### src/rtl/tr_pkg.sv
package tr_pkg;
  typedef enum logic [1:0] {
    ST_IDLE = 2'd0,
    ST_ARM  = 2'd1,
    ST_POLL = 2'd2
  } tr_state_e;
endpackage

### src/rtl/tr_start_delay.sv
module tr_start_delay #(
  parameter int DLY = 20
) (
  input  logic clk,
  input  logic rst,
  input  logic arm,
  output logic done
);
  localparam int W = (DLY < 2) ? 1 : $clog2(DLY + 1);
  localparam logic [W-1:0] LAST = W'(DLY - 1);

  logic [W-1:0] cnt;

  always_ff @(posedge clk) begin
    if (rst || !arm) cnt <= '0;
    else if (cnt != LAST) cnt <= cnt + 1'b1;
  end

  assign done = arm && (cnt == LAST);


  wait_count_chk: assert property (@(posedge clk) disable iff (rst)
    (arm && !done) |=> (!arm || cnt == $past(cnt) + 1'b1));
endmodule

### src/rtl/tr_slot_timer.sv
module tr_slot_timer #(
  parameter int SLOT_CYC = 4
) (
  input  logic clk,
  input  logic rst,
  input  logic run,
  input  logic restart,
  output logic [((SLOT_CYC < 2) ? 1 : $clog2(SLOT_CYC))-1:0] slot_pos,
  output logic slot_end
);
  localparam int SW = (SLOT_CYC < 2) ? 1 : $clog2(SLOT_CYC);
  localparam logic [SW-1:0] LAST = SW'(SLOT_CYC - 1);

  always_ff @(posedge clk) begin
    if (rst || restart) slot_pos <= '0;
    else if (run) slot_pos <= (slot_pos == LAST) ? '0 : slot_pos + 1'b1;
  end

  assign slot_end = (slot_pos == LAST);


  slot_step_chk: assert property (@(posedge clk) disable iff (rst)
    (run && !restart && !slot_end) |=> (slot_pos == $past(slot_pos) + 1'b1));
endmodule

### src/rtl/tr_token_ring.sv
module tr_token_ring #(
  parameter int NUM_CH = 16
) (
  input  logic                      clk,
  input  logic                      rst,
  input  logic                      load_first,
  input  logic                      advance,
  input  logic                      clear,
  output logic [NUM_CH-1:0]         token,
  output logic [NUM_CH-1:0]         next_token,
  output logic [$clog2(NUM_CH)-1:0] idx,
  output logic                      at_last
);
  localparam int CW = $clog2(NUM_CH);

  for (genvar i = 0; i < NUM_CH; i++) begin : g_bit
    if (i == 0) begin : g_head
      always_comb begin
        if (load_first)   next_token[i] = 1'b1;
        else if (clear)   next_token[i] = 1'b0;
        else if (advance) next_token[i] = 1'b0;
        else              next_token[i] = token[i];
      end
    end else begin : g_tail
      always_comb begin
        if (load_first)   next_token[i] = 1'b0;
        else if (clear)   next_token[i] = 1'b0;
        else if (advance) next_token[i] = token[i-1];
        else              next_token[i] = token[i];
      end
    end
  end

  always_ff @(posedge clk) begin
    if (rst) token <= '0;
    else     token <= next_token;
  end

  always_comb begin
    idx = '0;
    for (int k = 0; k < NUM_CH; k++)
      if (token[k]) idx = idx | CW'(k);
  end

  assign at_last = token[NUM_CH-1];


  token_onehot_chk: assert property (@(posedge clk) disable iff (rst)
    $onehot0(token));

  token_step_chk: assert property (@(posedge clk) disable iff (rst)
    advance |=> (token == ($past(token) << 1)));
endmodule

### src/rtl/tr_poll_mgr.sv
module tr_poll_mgr #(
  parameter int NUM_CH    = 16,
  parameter int SLOT_CYC  = 4,
  parameter int START_DLY = 20,
  parameter int PKT_CYC   = 4
) (
  input  logic                      clk,
  input  logic                      rst,
  input  logic [NUM_CH-1:0]         ch_empty,
  output logic [NUM_CH-1:0]         token,
  output logic [NUM_CH-1:0]         rd_stb,
  output logic [$clog2(NUM_CH)-1:0] mux_sel,
  output logic                      data_valid,
  output logic                      busy
);
  import tr_pkg::*;

  localparam int SW = (SLOT_CYC < 2) ? 1 : $clog2(SLOT_CYC);

  if (PKT_CYC < 1 || PKT_CYC > SLOT_CYC) begin : g_bad_pkt
    $error("PKT_CYC must lie between 1 and SLOT_CYC");
  end

  tr_state_e         state, state_nx;
  logic              any_ne, dly_done, slot_end, at_last, hit;
  logic              end_poll, load_first, advance, clear, load, hit_next;
  logic [SW-1:0]     slot_pos;
  logic [NUM_CH-1:0] next_token;

  assign any_ne     = ~&ch_empty;
  assign end_poll   = (state == ST_POLL) && slot_end;
  assign load_first = ((state == ST_ARM) && dly_done) || (end_poll && at_last && any_ne);
  assign advance    = end_poll && !at_last;
  assign clear      = end_poll && at_last && !any_ne;
  assign load       = load_first || advance;
  assign hit_next   = |(next_token & ~ch_empty);

  tr_start_delay #(.DLY(START_DLY)) u_dly (
    .clk(clk), .rst(rst), .arm(state == ST_ARM), .done(dly_done)
  );

  tr_slot_timer #(.SLOT_CYC(SLOT_CYC)) u_slot (
    .clk(clk), .rst(rst), .run(state == ST_POLL), .restart(load),
    .slot_pos(slot_pos), .slot_end(slot_end)
  );

  tr_token_ring #(.NUM_CH(NUM_CH)) u_ring (
    .clk(clk), .rst(rst), .load_first(load_first), .advance(advance),
    .clear(clear), .token(token), .next_token(next_token),
    .idx(mux_sel), .at_last(at_last)
  );

  always_comb begin
    state_nx = state;
    case (state)
      ST_IDLE: if (any_ne)   state_nx = ST_ARM;
      ST_ARM:  if (dly_done) state_nx = ST_POLL;
      ST_POLL: if (clear)    state_nx = ST_IDLE;
      default:               state_nx = ST_IDLE;
    endcase
  end

  always_ff @(posedge clk) begin
    if (rst) begin
      state      <= ST_IDLE;
      rd_stb     <= '0;
      hit        <= 1'b0;
      data_valid <= 1'b0;
      busy       <= 1'b0;
    end else begin
      state <= state_nx;
      busy  <= (state_nx != ST_IDLE);
      if (load) begin
        rd_stb     <= next_token & ~ch_empty;
        hit        <= hit_next;
        data_valid <= hit_next;
      end else begin
        rd_stb     <= '0;
        if (clear) hit <= 1'b0;
        data_valid <= hit && (state == ST_POLL) && !clear &&
                      ((int'(slot_pos) + 1) < PKT_CYC);
      end
    end
  end


  no_early_token_chk: assert property (@(posedge clk) disable iff (rst)
    (state == ST_IDLE && any_ne) |=> (token == '0 && busy));

  rd_in_token_chk: assert property (@(posedge clk) disable iff (rst)
    (rd_stb != '0) |-> ((rd_stb & ~token) == '0));

  rd_onehot_chk: assert property (@(posedge clk) disable iff (rst)
    $onehot0(rd_stb));

  rd_not_empty_chk: assert property (@(posedge clk) disable iff (rst)
    (rd_stb != '0) |-> (($past(ch_empty) & rd_stb) == '0));

  valid_busy_chk: assert property (@(posedge clk) disable iff (rst)
    data_valid |-> busy);

  valid_starts_rd_chk: assert property (@(posedge clk) disable iff (rst)
    $rose(data_valid) |-> (rd_stb != '0));

  idle_clean_chk: assert property (@(posedge clk) disable iff (rst)
    !busy |-> (token == '0 && rd_stb == '0 && !data_valid));

  busy_token_chk: assert property (@(posedge clk) disable iff (rst)
    (token != '0) |-> busy);
endmodule

### config.mk
export PLATFORM = sky130hd
export DESIGN_NAME = tr_poll_mgr
export DESIGN_NICKNAME = d
export VERILOG_FILES = /design/src/rtl/tr_pkg.sv /design/src/rtl/tr_start_delay.sv /design/src/rtl/tr_slot_timer.sv /design/src/rtl/tr_token_ring.sv /design/src/rtl/tr_poll_mgr.sv
export SDC_FILE = /design/constraint.sdc
export NUM_CORES = 1
export LEC_CHECK = 0
export ABC_AREA = 1
export CAP_MARGIN = 20
export CORE_MARGIN = 4
export CORE_UTILIZATION = 44
export CTS_CLUSTER_SIZE = 20
export DETAILED_ROUTE_END_ITERATION = 8
export GPL_TIMING_DRIVEN = 0
export PLACE_DENSITY_LB_ADDON = 0.2
export SYNTH_ARGS = -nofsm -noshare
export SYNTH_HDL_FRONTEND = slang
export SYNTH_HIERARCHICAL = 1
export SYNTH_SLANG_ARGS = --single-unit
### constraint.sdc
create_clock -name clk -period 2 [get_ports clk]
set_clock_uncertainty 0.1 [all_clocks]
set_input_delay 0.3 -clock clk [delete_from_list [all_inputs] [get_ports clk]]
set_output_delay 0.3 -clock clk [all_outputs]
set_load 0.01 [all_outputs]
# Word-level counts from Yosys, hierarchy flattened

Cells that the tools add are included.

Register bits: 44
Input bits: 18
Output and inout port bits: 38
Logic and storage cells: 115

$add $sub $neg: 3
$lt $le $gt $ge: 1
Eq/ne operators: 5
Muxes and demuxes: 71
Bitwise gates (word level): 3
Reductions and logical operators: 24

Operators by type and width:

| operator              | count |
|---|---|
| $mux W1               | 52 |
| $mux W4               | 8 |
| $and A16 B16 Y16      | 1 |
| $not A16 Y16          | 1 |
| $reduce_and A16 Y1    | 1 |
| $reduce_or A16 Y1     | 1 |
| $mux W2               | 6 |
| $mux W3               | 4 |
| $logic_and A1 B1 Y1   | 10 |
| $pmux W2 S3           | 1 |
| $add A5 B1 Y5 const B | 1 |
| $eq A5 B5 Y1 const B  | 1 |
| $ne A5 B5 Y1 const B  | 1 |
| $eq A2 B2 Y1 const B  | 2 |
| $logic_not A1 Y1      | 4 |
| $logic_or A1 B1 Y1    | 4 |
| $reduce_bool A2 Y1    | 2 |
| $add A2 B1 Y3 const B | 1 |
| $lt A3 B3 Y1 const B  | 1 |
| $add A2 B1 Y2 const B | 1 |
| $eq A2 B1 Y1 const B  | 1 |
| $logic_not A2 Y1      | 1 |
| $reduce_or A2 Y1      | 1 |
| $not A1 Y1            | 1 |

# Depth between registers and ports, before layout

Gate-level depths: netlist (run 1).

Depth in word-level cells: 15
Depth in mapped cells: 17
Mapped depth without buffers: 16

# By module

Netlist (run 1), hierarchy kept.

By module, submodules not included:

| module         | instances | cells an instance | area each (sq um) | seq. area each (sq um) |
|---|---|---|---|---|
| tr_token_ring  | 1         | 138               | 927.1             | 320.3 |
| tr_poll_mgr    | 1         | 125               | 877.1             | 420.4 |
| tr_start_delay | 1         | 41                | 265.3             | 100.1 |
| tr_slot_timer  | 1         | 14                | 97.6              | 40.0 |

# Least setup slack after synthesis (run 1)

No wires, ideal clock.

Path kind: register to register
Start: register u_dly.cnt[0]
End: register data_valid
Data arrival time: 1,949 ps
Path slack: -165 ps
Stages on the path, launching flop included: 18
Path buffers: 1
Clock period less this slack: 2,165 ps
Cells stage by stage: dfxtp_1 > ha_1 > inv_1 > nor2_2 > nand2_1 > nor2_1 > nand2_1 > nand2_1 > nor2_4 > buf_8 > nand3_2 > inv_1 > nand2_1 > o21ai_0 > nor3_1 > nand2_1 > nand2_1 > a21oi_1

Cells in the longest elaborated chain, start to end: 8
Elaborated cells between the ends (all ways): 24
Classes of those cells: eq/ne (1); mux (17); bitwise (1); reduce/logical (5)

Ends and longest elaborated chain:

| what                   | RTL line             | text |
|---|---|---|
| from (decl)            | tr_start_delay.sv:12 | `logic [W-1:0] cnt;` |
| from (signal assigned) | tr_start_delay.sv:16 | `else if (cnt != LAST) cnt <= cnt + 1'b1;` |
| $eq A5 B5 Y1           | tr_start_delay.sv:19 | `assign done = arm && (cnt == LAST);` |
| $logic_and A1 B1 Y1    | tr_start_delay.sv:19 |  |
| net dly_done           | tr_poll_mgr.sv:25    | `logic any_ne, dly_done, slot_end, at_last, hit;` |
| $logic_and A1 B1 Y1    | tr_poll_mgr.sv:32    | `assign load_first = ((state == ST_ARM) && dly_done) \|\| (end_poll && at_last && any_ne);` |
| $logic_or A1 B1 Y1     | tr_poll_mgr.sv:32    |  |
| net load_first         | tr_poll_mgr.sv:26    | `logic end_poll, load_first, advance, clear, load, hit_next;` |
| $mux W1                | tr_token_ring.sv:26  | `if (load_first) next_token[i] = 1'b0;` |
| net next_token[9]      | tr_poll_mgr.sv:28    | `logic [NUM_CH-1:0] next_token;` |
| $and A16 B16 Y16       | tr_poll_mgr.sv:36    | `assign hit_next = \|(next_token & ~ch_empty);` |
| $reduce_or A16 Y1      | tr_poll_mgr.sv:36    |  |
| $mux W1                | tr_poll_mgr.sv:73    | `if (load) begin` |
| to (signal assigned)   | tr_poll_mgr.sv:76    | `data_valid <= hit_next;` |
| to (signal assigned)   | tr_poll_mgr.sv:80    | `data_valid <= hit && (state == ST_POLL) && !clear &&` |
| to (decl)              | tr_poll_mgr.sv:13    | `output logic data_valid,` |

The timed path passes the listed nets, and every way through them passes these cells.
A chain may end at the register's enable or synchronous reset.

# Worst setup path after layout (run 1)

Start: register u_dly.cnt[0]
End: register hit

Cells in the longest elaborated chain, start to end: 8
Elaborated cells between the ends (all ways): 25
Classes of those cells: eq/ne (1); mux (17); bitwise (1); reduce/logical (6)

Ends and longest elaborated chain:

| what                 | RTL line             | text |
|---|---|---|
| $eq A5 B5 Y1         | tr_start_delay.sv:19 |  |
| $logic_and A1 B1 Y1  | tr_start_delay.sv:19 |  |
| net dly_done         | tr_poll_mgr.sv:25    |  |
| $logic_and A1 B1 Y1  | tr_poll_mgr.sv:32    |  |
| $logic_or A1 B1 Y1   | tr_poll_mgr.sv:32    |  |
| net load_first       | tr_poll_mgr.sv:26    |  |
| $mux W1              | tr_token_ring.sv:26  |  |
| net next_token[14]   | tr_poll_mgr.sv:28    |  |
| $and A16 B16 Y16     | tr_poll_mgr.sv:36    |  |
| $reduce_or A16 Y1    | tr_poll_mgr.sv:36    |  |
| $mux W1              | tr_poll_mgr.sv:73    |  |
| to (signal assigned) | tr_poll_mgr.sv:75    | `hit <= hit_next;` |
| to (decl)            | tr_poll_mgr.sv:25    |  |

The timed path passes the listed nets, and every way through them passes these cells.

==> insert_results.sql, run 1 <==
INSERT INTO impl_metrics (metric_group, metric, value, unit) VALUES
('routing', 'vias', '2340', ''),
('worst_setup_path', 'endpoint_kind', 'register', ''),
('worst_setup_path', 'critPathRequiredTime', '2090', 'ps'),
('die', 'total_die_area', '6110', 'sq um'),
('timing', 'slew_violations', '0', ''),
('die', 'num_rows', '25', ''),
('timing', 'min_period_over_period', '1.11', ''),
('logic_synthesis', 'synth_fp_nets', '338', ''),
('routing', 'drtIter0Drc', '129', ''),
('placement', 'gpl.final_weighted_congestion', '0.869', ''),
('placement', 'dpl_worst_slack', '-639', 'ps'),
('logic_synthesis', 'synth_top_cell_area_share', '0.406', ''),
('logic_synthesis', 'synthesis.area', '2170', 'sq um'),
('logic_synthesis', 'top_cells_by_area_synth', 'sky130_fd_sc_hd__dfxtp_1 41%, sky130_fd_sc_hd__nand2_1 14%, sky130_fd_sc_hd__inv_1 11%', ''),
('routing', 'detailedRoute.firstPassIterationCount', '5', ''),
('grt', 'grt_pass1_vias', '2243', ''),
('clock_network', 'clock-sinks', '44', ''),
('routing', 'wl_per_cell', '13.3', 'microns'),
('clock_network', 'tritoncts', 'yes', ''),
('power_and_ir_drop', 'power_per_cell_area', '468', 'nW/um^2'),
('placement', 'dp.cells', '440', ''),
('timing', 'worst_pin_slew', '371', 'ps'),
('die', 'floorplan.initialDensity', '0.456', ''),
('worst_hold_path', 'hold_end', 'rd_stb[8]$_SDFF_PP0_', ''),
('clock_network', 'count_of_hold_fix_buffers_inserted_at_cts', '0', ''),
('die', 'core_area', '4750', 'sq um'),
('layout', 'final-instance-count-excl-fill', '495', ''),
('outcome', 'violated_checks', 'negative setup slack', ''),
('die', 'die_width', '78.2', 'microns'),
('run', 'maxCapViolations', '0', ''),
('grt', 'grt_max_degree', '15', ''),
('worst_hold_path', 'hold_start', 'ch_empty[8]', ''),
('power_and_ir_drop', 'p_leak', '1.69', 'nW'),
('worst_hold_path', 'hold_wc_path_type', 'input pin to register', ''),
('timing', 'timing.final.ws_setup', '-229', 'ps'),
('logic_synthesis', 'synth.most_common_cell', 'sky130_fd_sc_hd__nand2_1', ''),
('outcome', 'outcome', 'finished with violations', ''),
('logic_synthesis', 'synthDistinctLibCells', '24', ''),
('worst_setup_path', 'crit_path_max_fanout', '5', ''),
('grt', 'number_of_antenna_violations_at_the_first_check_in_global_routing', '0', ''),
('die', 'die-height', '78.2', 'microns'),
('worst_setup_path', 'worstSetupStartpointType', 'register', ''),
('logic_synthesis', 'synth.ff_latch_count', '44', ''),
('clock_network', 'cts_htree_levels', '2', ''),
('timing', 'setup_repair_after_global_routing_missed_its_margin', 'true', ''),
('logic_synthesis', 'post_synth_inst_count', '318', ''),
('clock_network', 'cts_buffer_depth', '2', ''),
('worst_setup_path', 'ff2ff_setup_slack', '-230', 'ps'),
('grt', 'grt_pass1_wl', '10200', 'microns'),
('routing', 'vias_per_cell', '4.73', ''),
('placement', 'io_buffer_count', '55', ''),
('worst_setup_path', 'critPathKind', 'register to register', ''),
('timing', 'hold_viol_final', '0', ''),
('layout', 'antenna_cells', '0', ''),
('routing', 'ant_nets', '0', ''),
('logic_synthesis', 'postSynthAreaPerCell', '6.81', 'sq um'),
('clock_network', 'clk_pin_slew_worst_paths', '90', 'ps'),
('worst_setup_path', 'crit-reg2reg-launch', 'u_dly/cnt[0]$_SDFFE_PP0P_', ''),
('worst_setup_path', 'crit_arrival', '2320', 'ps'),
('timing', 'report.final.setup_viol', '3', ''),
('worst_hold_path', 'min_delay_path_depth', '2', ''),
('grt', 'gr-usage-all-layers', '0.210', ''),
('clock_network', 'clockRootBuffer', 'sky130_fd_sc_hd__clkbuf_8', ''),
('worst_setup_path', 'worst_r2r_path_depth', '17', ''),
('logic_synthesis', 'yosys.area.top_type', 'sky130_fd_sc_hd__dfxtp_1', ''),
('routing', 'wl', '6600', 'microns'),
('timing', 'highest_achievable_clock_rate', '449', 'MHz'),
('timing', 'setup_tns', '-532', 'ps'),
('timing', 'timing.final.crit_period', '2230', 'ps'),
('grt', 'gr-total-overflow', '0', ''),
('timing', 'max_slew_margin', '0.752', '');
cell usage in the layout, fill, tap and decap left out, drive strengths merged:
master / Yosys / routed
a21oi: 7 / 7
buf: 7 / 53
bufinv: 0 / 1
clkbuf: 1 / 8
clkdlybuf4s50: 0 / 37
clkinv: 0 / 1
clkinvlp: 0 / 1
dfxtp: 44 / 44
dlygate4sd2: 0 / 15
dlymetal6s2s: 0 / 2
ha: 2 / 2
inv: 67 / 67
nand2: 86 / 86
nand3: 25 / 25
nand4: 5 / 5
nor2: 64 / 64
nor3: 5 / 5
o21ai: 3 / 3
o22ai: 1 / 1
or2: 1 / 1
critical path: stages, from the launching register on:
cell,delay [ps]
sky130_fd_sc_hd__dfxtp_2,370
sky130_fd_sc_hd__ha_4,150
sky130_fd_sc_hd__inv_4,40
sky130_fd_sc_hd__nor2_4,110
sky130_fd_sc_hd__nand2_2,90
sky130_fd_sc_hd__nor2_4,140
sky130_fd_sc_hd__nand2_2,90
sky130_fd_sc_hd__nand2_4,80
sky130_fd_sc_hd__nor2_4,60
sky130_fd_sc_hd__buf_8,150
sky130_fd_sc_hd__nand3_4,60
sky130_fd_sc_hd__inv_1,50
sky130_fd_sc_hd__nand2_2,70
sky130_fd_sc_hd__nand4_1,140
sky130_fd_sc_hd__nor3_2,160
sky130_fd_sc_hd__nand2_1,90
sky130_fd_sc_hd__nand2_2,110
sky130_fd_sc_hd__a21oi_2,70
per-stage QoR:
step                      hold slack, ps  utilization  power [mW]  area [sq um]
final                                112        0.752        1.67          3580
after global routing                 114        0.752        1.73          3580
after CTS                            211        0.698        1.68          3320
after detailed placement             385        0.593       0.986          2820
after global placement               383        0.593       0.985          2820
after floorplan                      269            -       0.935          2180
sequential cells by signal, indices dropped and copies added, names as in the netlist:
register and cells:
state 2, u_dly/cnt 5, rd_stb 16, hit 1, u_ring/token 16, busy 1
data_valid 1, u_slot/slot_pos 2
worst max path at each step:
stage	slack, ps	start	depth (start not counted)	end
floorplan	-40	u_dly/cnt[1]$_SDFFE_PP0P_	17	data_valid$_SDFF_PP0_
global placement	-650	ch_empty[8]	17	data_valid$_SDFF_PP0_
detailed placement	-640	ch_empty[8]	17	hit$_SDFFE_PP0P_
CTS	-250	u_dly/cnt[0]$_SDFFE_PP0P_	18	hit$_SDFFE_PP0P_
global route	-360	u_dly/cnt[1]$_SDFFE_PP0P_	17	hit$_SDFFE_PP0P_
finish	-230	u_dly/cnt[0]$_SDFFE_PP0P_	17	hit$_SDFFE_PP0P_
layer usage:
layer	track usage	routed length [microns]	vias up
met4	0.0787	127	0
met5	0	0	-
met1	0.254	2790	1090
met2	0.352	3230	73
li1	-	-	1162
met3	0.0619	453	15
where the power goes:
part / total, mW / switching (mW) / leakage [nW] / internal [mW]
Clock: 0.707 / 0.337 / 0.0541 / 0.370
Combinational: 0.0835 / 0.0477 / 1.28 / 0.0358
Sequential: 0.883 / 0.00443 / 0.358 / 0.879
logic make-up (layout without fill, tap and decap cells):
logic type               count (synthesis)  after routing  share of synthesized area
AO/OA/AOI/OAI                           11             11                     0.0277
adder cells (fa/ha/maj)                  2              2                     0.0115
buffers and inverters                   75            185                      0.151
flip-flops                              44             44                      0.406
AND/OR/NAND/NOR                        186            186                      0.403
final cells by class:
cell class                      instances  area, sq um
Tap cell                               67         83.8
Buffer                                  7         62.6
Clock buffer                            5         68.8
Clock inverter                          3         42.5
Inverter                               67          256
Timing Repair Buffer                  103          951
Multi-Input combinational cell        199         1220
Fill cell                             352         1180
Sequential cell                        44          892
timing repair:
action | 4_1_cts | 5_1_grt
resized for setup | 51 | 58
buffers inserted | 36 | 19
cloned | 1 | 0
setup endpoints to repair | 5 | 10
pin swaps | 26 | 25
No activity file was read; power rests on OpenSTA's default activity.
==> run 2: changes to the inputs <==
--- a/config.mk
+++ b/config.mk
@@ -12,6 +12,7 @@
 export CTS_CLUSTER_SIZE = 20
 export DETAILED_ROUTE_END_ITERATION = 8
 export GPL_TIMING_DRIVEN = 0
+export HOLD_SLACK_MARGIN = 0.1
 export PLACE_DENSITY_LB_ADDON = 0.2
 export SYNTH_ARGS = -nofsm -noshare
 export SYNTH_HDL_FRONTEND = slang
==> results of run 2 <==
No change in the layout: final DEF, timing and power equal those of run 1.
